$ cat src/rtl/crs_pkg.sv
package crs_pkg;
  localparam int CMD_W = 4;
  localparam logic [CMD_W-1:0] CMD_READ = 4'b1101;

  typedef enum logic {TMR_SAMPLE, TMR_CONVERT} tmr_state_t;

  typedef struct packed {
    logic chain;
    logic tag;
  } frame_mode_t;
endpackage

$ cat src/rtl/crs_conv_timer.sv
module crs_conv_timer #(
  parameter int CONV_CLKS  = 18,
  parameter int SAMPLE_MIN = 3,
  localparam int CW = $clog2(CONV_CLKS + 1),
  localparam int SW = $clog2(SAMPLE_MIN + 1)
) (
  input  logic          clk,
  input  logic          rst_n,
  input  logic          start,
  output logic          accept,
  output logic          cap,
  output logic          busy,
  output logic [CW-1:0] elapsed
);
  import crs_pkg::*;

  tmr_state_t    st;
  logic [CW-1:0] cnt;
  logic [SW-1:0] scnt;

  assign busy    = (st == TMR_CONVERT);
  assign accept  = (st == TMR_SAMPLE) && start && (scnt == SW'(SAMPLE_MIN));
  assign cap     = busy && (cnt == CW'(CONV_CLKS - 1));
  assign elapsed = cnt;

  always_ff @(posedge clk or negedge rst_n) begin
    if (!rst_n) begin
      st   <= TMR_SAMPLE;
      cnt  <= '0;
      scnt <= SW'(SAMPLE_MIN);
    end else begin
      if (accept) begin
        st  <= TMR_CONVERT;
        cnt <= CW'(1);
      end else if (cap) begin
        st   <= TMR_SAMPLE;
        cnt  <= '0;
        scnt <= '0;
      end else if (busy) begin
        cnt <= cnt + CW'(1);
      end
      if (!busy && scnt != SW'(SAMPLE_MIN))
        scnt <= scnt + SW'(1);
    end
  end
endmodule

$ cat src/rtl/crs_result_hold.sv
module crs_result_hold #(
  parameter int DATA_W = 14
) (
  input  logic              clk,
  input  logic              rst_n,
  input  logic              accept,
  input  logic              cap,
  input  logic [DATA_W-1:0] core_data,
  input  logic              cfg_auto,
  input  logic              chan_manual,
  input  logic              frame_act,
  output logic              chan_sel,
  output logic [DATA_W-1:0] res_data,
  output logic              res_tag,
  output logic              eoc_n
);
  logic              auto_ch;
  logic              chan_conv;
  logic [DATA_W-1:0] pend_data;
  logic              pend_tag;
  logic              pend_v;

  assign chan_sel = cfg_auto ? auto_ch : chan_manual;

  always_ff @(posedge clk or negedge rst_n) begin
    if (!rst_n) begin
      auto_ch   <= 1'b0;
      chan_conv <= 1'b0;
      pend_data <= '0;
      pend_tag  <= 1'b0;
      pend_v    <= 1'b0;
      res_data  <= '0;
      res_tag   <= 1'b0;
      eoc_n     <= 1'b1;
    end else begin
      if (accept) chan_conv <= chan_sel;
      if (pend_v && !frame_act) begin
        res_data <= pend_data;
        res_tag  <= pend_tag;
        pend_v   <= 1'b0;
        eoc_n    <= 1'b0;
      end else begin
        eoc_n <= 1'b1;
      end
      if (cap) begin
        pend_data <= core_data;
        pend_tag  <= chan_conv;
        pend_v    <= 1'b1;
        if (cfg_auto) auto_ch <= ~auto_ch;
      end
    end
  end
endmodule

$ cat src/rtl/crs_serial_port.sv
module crs_serial_port #(
  parameter int DATA_W   = 14,
  parameter int SLOT_PAD = 2,
  parameter int TAG_BYTE = 8
) (
  input  logic              clk,
  input  logic              rst_n,
  input  logic              frame_act,
  input  logic              rise,
  input  logic              fall,
  input  logic              sdi,
  input  logic              cfg_chain,
  input  logic              cfg_tag,
  input  logic [DATA_W-1:0] res_data,
  input  logic              res_tag,
  output logic              sdo
);
  import crs_pkg::*;

  localparam int SR_W       = DATA_W + SLOT_PAD + TAG_BYTE;
  localparam int INS_SHORT  = TAG_BYTE;
  localparam int SOLO_TAG   = SR_W - DATA_W - 1;
  localparam int CHAIN_TAG  = TAG_BYTE - 1;
  localparam int CNT_W      = $clog2(CMD_W + 1);

  logic [SR_W-1:0]    sr, load_w, shf_w;
  logic [CMD_W-2:0]   cmd;
  logic [CMD_W-1:0]   cmd_nxt;
  logic [CNT_W-1:0]   cnt;
  logic               frame_q, abort, sdi_q;
  logic               start;
  frame_mode_t        mode;

  assign start   = frame_act && !frame_q;
  assign cmd_nxt = {cmd, sdi};

  always_comb begin
    load_w = '0;
    load_w[SR_W-1 -: DATA_W] = res_data;
    if (cfg_tag) begin
      if (cfg_chain) load_w[CHAIN_TAG] = res_tag;
      else           load_w[SOLO_TAG]  = res_tag;
    end
  end

  always_comb begin
    shf_w = {sr[SR_W-2:0], 1'b0};
    if (mode.chain) begin
      if (mode.tag) shf_w[0]         = sdi_q;
      else          shf_w[INS_SHORT] = sdi_q;
    end
  end

  always_ff @(posedge clk or negedge rst_n) begin
    if (!rst_n) begin
      sr      <= '0;
      cmd     <= '0;
      cnt     <= '0;
      frame_q <= 1'b0;
      abort   <= 1'b0;
      sdi_q   <= 1'b0;
      mode    <= '0;
      sdo     <= 1'b0;
    end else begin
      frame_q <= frame_act;
      sdo     <= frame_act && !start && !abort && sr[SR_W-1];
      if (!frame_act) begin
        cnt   <= '0;
        abort <= 1'b0;
      end else if (start) begin
        sr         <= load_w;
        mode.chain <= cfg_chain;
        mode.tag   <= cfg_tag;
        cnt        <= '0;
        cmd        <= '0;
        abort      <= 1'b0;
      end else begin
        if (rise) begin
          sdi_q <= sdi;
          if (cnt < CNT_W'(CMD_W)) begin
            cmd <= cmd_nxt[CMD_W-2:0];
            cnt <= cnt + CNT_W'(1);
            if (cnt == CNT_W'(CMD_W - 1) && !mode.chain && cmd_nxt != CMD_READ)
              abort <= 1'b1;
          end
        end
        if (fall) sr <= shf_w;
      end
    end
  end
endmodule

$ cat src/rtl/crs_chain_readout.sv
module crs_chain_readout #(
  parameter int DATA_W      = 14,
  parameter int CONV_CLKS   = 18,
  parameter int SAMPLE_MIN  = 3,
  parameter int SYNC_STAGES = 2,
  parameter int SLOT_PAD    = 2,
  parameter int TAG_BYTE    = 8
) (
  input  logic              clk,
  input  logic              rst_n,
  input  logic              conv_start,
  input  logic [DATA_W-1:0] core_data,
  input  logic              chan_manual,
  output logic              chan_sel,
  input  logic              cfg_chain,
  input  logic              cfg_tag,
  input  logic              cfg_auto,
  input  logic              sclk,
  input  logic              frame_n,
  input  logic              sdi,
  output logic              sdo,
  output logic              eoc_n
);
  localparam int TMR_CW = $clog2(CONV_CLKS + 1);
  localparam int LAST   = SYNC_STAGES - 1;

  logic [SYNC_STAGES-1:0] sclk_s, frame_s, sdi_s;
  logic                   sclk_q;
  logic                   frame_act, rise, fall;
  logic                   tmr_accept, tmr_cap, tmr_busy;
  logic [TMR_CW-1:0]      tmr_cnt;
  logic [DATA_W-1:0]      res_data;
  logic                   res_tag;

  always_ff @(posedge clk or negedge rst_n) begin
    if (!rst_n) begin
      sclk_s  <= '0;
      frame_s <= '1;
      sdi_s   <= '0;
      sclk_q  <= 1'b0;
    end else begin
      sclk_s[0]  <= sclk;
      frame_s[0] <= frame_n;
      sdi_s[0]   <= sdi;
      for (int i = 1; i < SYNC_STAGES; i++) begin
        sclk_s[i]  <= sclk_s[i-1];
        frame_s[i] <= frame_s[i-1];
        sdi_s[i]   <= sdi_s[i-1];
      end
      sclk_q <= sclk_s[LAST];
    end
  end

  assign frame_act = !frame_s[LAST];
  assign rise      = sclk_s[LAST] && !sclk_q;
  assign fall      = !sclk_s[LAST] && sclk_q;

  crs_conv_timer #(
    .CONV_CLKS(CONV_CLKS), .SAMPLE_MIN(SAMPLE_MIN)
  ) u_tmr (
    .clk(clk), .rst_n(rst_n), .start(conv_start), .accept(tmr_accept),
    .cap(tmr_cap), .busy(tmr_busy), .elapsed(tmr_cnt)
  );

  crs_result_hold #(.DATA_W(DATA_W)) u_hold (
    .clk(clk), .rst_n(rst_n), .accept(tmr_accept), .cap(tmr_cap),
    .core_data(core_data), .cfg_auto(cfg_auto), .chan_manual(chan_manual),
    .frame_act(frame_act), .chan_sel(chan_sel), .res_data(res_data),
    .res_tag(res_tag), .eoc_n(eoc_n)
  );

  crs_serial_port #(
    .DATA_W(DATA_W), .SLOT_PAD(SLOT_PAD), .TAG_BYTE(TAG_BYTE)
  ) u_port (
    .clk(clk), .rst_n(rst_n), .frame_act(frame_act), .rise(rise), .fall(fall),
    .sdi(sdi_s[LAST]), .cfg_chain(cfg_chain), .cfg_tag(cfg_tag),
    .res_data(res_data), .res_tag(res_tag), .sdo(sdo)
  );
endmodule

$ cat config.mk
export PLATFORM = sky130hd
export DESIGN_NAME = crs_chain_readout
export DESIGN_NICKNAME = d
export VERILOG_FILES = /design/src/rtl/crs_pkg.sv /design/src/rtl/crs_conv_timer.sv /design/src/rtl/crs_result_hold.sv /design/src/rtl/crs_serial_port.sv /design/src/rtl/crs_chain_readout.sv
export SDC_FILE = /design/constraint.sdc
export NUM_CORES = 1
export LEC_CHECK = 0
export ABC_AREA = 1
export CELL_PAD_IN_SITES_DETAIL_PLACEMENT = 2
export CELL_PAD_IN_SITES_GLOBAL_PLACEMENT = 2
export CORE_MARGIN = 8
export CORE_UTILIZATION = 35
export DETAILED_ROUTE_END_ITERATION = 6
export HOLD_SLACK_MARGIN = 0.1
export PLACE_DENSITY = 0.76
export SLEW_MARGIN = 20
export SYNTH_ARGS = -nofsm -noshare
export SYNTH_HDL_FRONTEND = slang
export SYNTH_SLANG_ARGS = --single-unit
$ cat constraint.sdc
create_clock -name clk -period 1.4 [get_ports clk]
set_clock_uncertainty 0.05 [all_clocks]
set_input_delay 0.21 -clock clk [delete_from_list [all_inputs] [get_ports clk]]
set_output_delay 0.21 -clock clk [all_outputs]
set_load 0.02 [all_outputs]
==> impl_metrics.toml <==
[power_and_ir_drop]
leakagePower_nw = 2.38
power_density_nw_per_um2 = 1610
peakVddDrop_uv = 679
power_mw = 7.36

[global_routing]
grtUsageTotal_pct = 13.8
antenna_found_initial = 0
grt_first_pass_wirelength_um = 16000
grt_max_degree = 28
grt_overflow = 0
grt_pass1_vias = 3311

[detailed_routing]
drc_errors = 0
ant_nets = 0
wire_per_inst_um = 14.8
viasPerCell = 4.70
drt-pass1-iter-count = 4
totalWireLength_um = 9310
vias = 2965
drtIter0Drc = 107

[layout]
diodes = 0
regArea_um2 = 2130
drive_gt1_share_pct = 14.7
multi_input_area_um2 = 1380
fillers = 1164
syn2layout_area_growth_pct = 25.2
layout.cells.non_filler = 631
fin_nets = 519

[die]
die_x_um = 118
fp-row-count = 37
die_h_um = 118
core_um2 = 10200
ios = 27
dieArea_um2 = 13900
start_util_pct = 35.7

[synth]
yosysSeqAreaShare_pct = 58.5
synth_edf_count = 0
postSynthCellCount = 437
synth_ff_type = "dfrtp_1"
syn_avg_cell_area_um2 = 8.35
syn-cell-area_um2 = 3650
ys_warn_count = 0
synthArstFlopShare_pct = 100
ys_seq_elements = 85
synth_cell_type_count = 23
syn-num-nets = 466

[worst_setup_path]
max_stage_delay_ps = 530
crit_path_max_fanout = 3
path_cells = "clkdlybuf4s50_1, nor2_1, a21oi_2, buf_6"
startpoint_type = "input port"
reg2reg_from = "u_port.frame_q"
worstSetupEndpointType = "output port"
cp.required_ps = 1140
worst_ep_arrival_time_ps = 1120
r2r_slack_ps = 60
rr_worst_depth = 8
worstSetupPathType = "in -> out"
rr_endpoint = "u_port.sr[10]"
slowest_stage = "clkdlybuf4s50_1"

[place]
hpwl_um = 6600
dp_cells = 608
port_buffers = 26
gp_congestion = 0.723

[hold_path]
hold_start = "frame_n"
whs_path_depth = 1
hold_class = "in -> reg"
hold_end = "frame_s[0]"

[clock_network]
clock_tree.buffer_depth = 2
clk_pin_slew_ps = 80
clock_latency_ps = 350
cts_made_buffers = 9
cts_root_buf = "clkbuf_8"
clock_sinks = 85
cts_tree = "built"
htreeDepth = 3

[outcome]
status = "finished, final reports clean"

[timing]
finalMaxSlewViolations = 0
hold_violations = 0
maxSlewHeadroom_pct = 69.9
fin_crit_ps = 1380
setup_viol = 0
worstMarginPinSlew_ps = 451
fmax_mhz = 725
fin_crit_sh_pct = 98.5
rsz0062_at_grt = "true"

[run]
maxCapViolCount = 0
## worst max path at each step
| stage | startpoint | endpoint | slack, ps | cells after the start |
|---|---|---|---|---|
| final | cfg_auto | chan_sel | 20 | 4 |
| after global routing | u_port.frame_q | u_port.sr[10] | -20 | 8 |
| after CTS | u_tmr.elapsed[1] | u_hold.pend_tag | 0.2 | 8 |
| after detailed placement | cfg_auto | chan_sel | -460 | 4 |
| after global placement | cfg_auto | chan_sel | -410 | 4 |
| after floorplan | frame_s[1] | u_port.sr[13] | 120 | 7 |
## area by class of cell
type | instances | area share, %
flip-flops and latches | 85 | 46.7
multi-input cells | 312 | 30.3
repair buffers | 56 | 12.9
well taps | 136 | 3.72
clock buffers | 13 | 3.48
inverters | 26 | 2.46
clock inverters | 3 | 0.493
## cells in the final DEF, fill, tap and decap left out, types with 2 or more instances in the layout
cell	instances
buf_12	6
o21ai_0	7
nor2_4	2
clkinvlp_4	3
nand2_8	2
nand3_4	2
clkbuf_1	2
nand2_2	4
ha_1	5
nor2_2	3
nand3_1	28
o21ai_1	3
clkbuf_8	11
buf_4	20
dfrtp_1	79
clkdlybuf4s50_1	22
dfstp_2	5
nand4_1	4
nor2_1	14
buf_6	3
inv_2	3
nand2_1	231
inv_1	20
a21oi_1	3
## per-stage QoR
step                      cell area, um^2  setup WS, ps  hold WS [ps]  util [%]  TNS [ps]
after floorplan                      3650           121          -136         -         0
after global placement               4220          -414           112      41.2     -2000
after detailed placement             4220          -464           115      41.2     -2640
after CTS                            4420         0.223           182      43.2         0
after global routing                 4570         -17.1           183      44.7     -57.5
final                                4570          21.4           205      44.7         0
## worst max-delay path: cells and delay by family
kind	cells	cell delay [ps]
buf+inv	2	670
simple gates	1	90
compound gates	1	150
## registers in the layout, summed over array words and instances (netlist names), 3 cells and up
name	flops
u_port.cmd	3
u_hold.res_data	14
u_tmr.elapsed	5
u_hold.pend_data	14
u_port.sr	24
u_port.cnt	3
## cells in the mapped netlist, types with 2 or more instances
cell     instances  area [um^2]
buf_2           10         50.1
nand2_1        235          882
nand3_1         28          140
nand4_1          4         25.0
nand3_2          2         20.0
inv_2            3         11.3
nor2_2           2         12.5
inv_1           22         82.6
dfstp_2          5          131
nor2_1          15         56.3
dfrtp_1         80         2000
a21oi_1          4         20.0
nand2_4          2         22.5
buf_4            3         22.5
ha_1             5         62.6
o21ai_0         10         50.1
## timing repair
action / 4_1_cts / 5_1_grt
gates cloned: 0 / 2
buffers inserted: 0 / 4
setup endpoints to repair: 29 / 54
hold buffers: 1 / 0
endpoints found under the hold margin: 80 / 0
resized for setup: 15 / 23
pin swaps: 0 / 2
## where the power goes
| part | switching, mW | internal (mW) |
|---|---|---|
| sequential | 0.513 | 3.25 |
| clock | 0.900 | 0.745 |
| combinational | 1.12 | 0.832 |
## logic make-up after synthesis
logic type,count (synthesis),synth area share (%)
adders and majority gates,5,1.71
DFF,85,58.5
AOI/OAI and AO/OA,14,1.92
xor gates and xnor gates,1,0.240
and+or+nand+nor,291,32.4
buffers and inverters,41,5.28
## routing by layer
metal | part of all wire (%) | routed length (um) | track usage, % | vias to the layer above
li1 | - | - | - | 1446
met1 | 46 | 4300 | 16.8 | 1480
met2 | 50 | 4680 | 23.5 | 29
met3 | 2.0 | 188 | 2.73 | 10
met4 | 1.5 | 141 | 5.52 | 0
met5 | 0 | 0 | 0 | -
(Power assumes the default switching activity.)
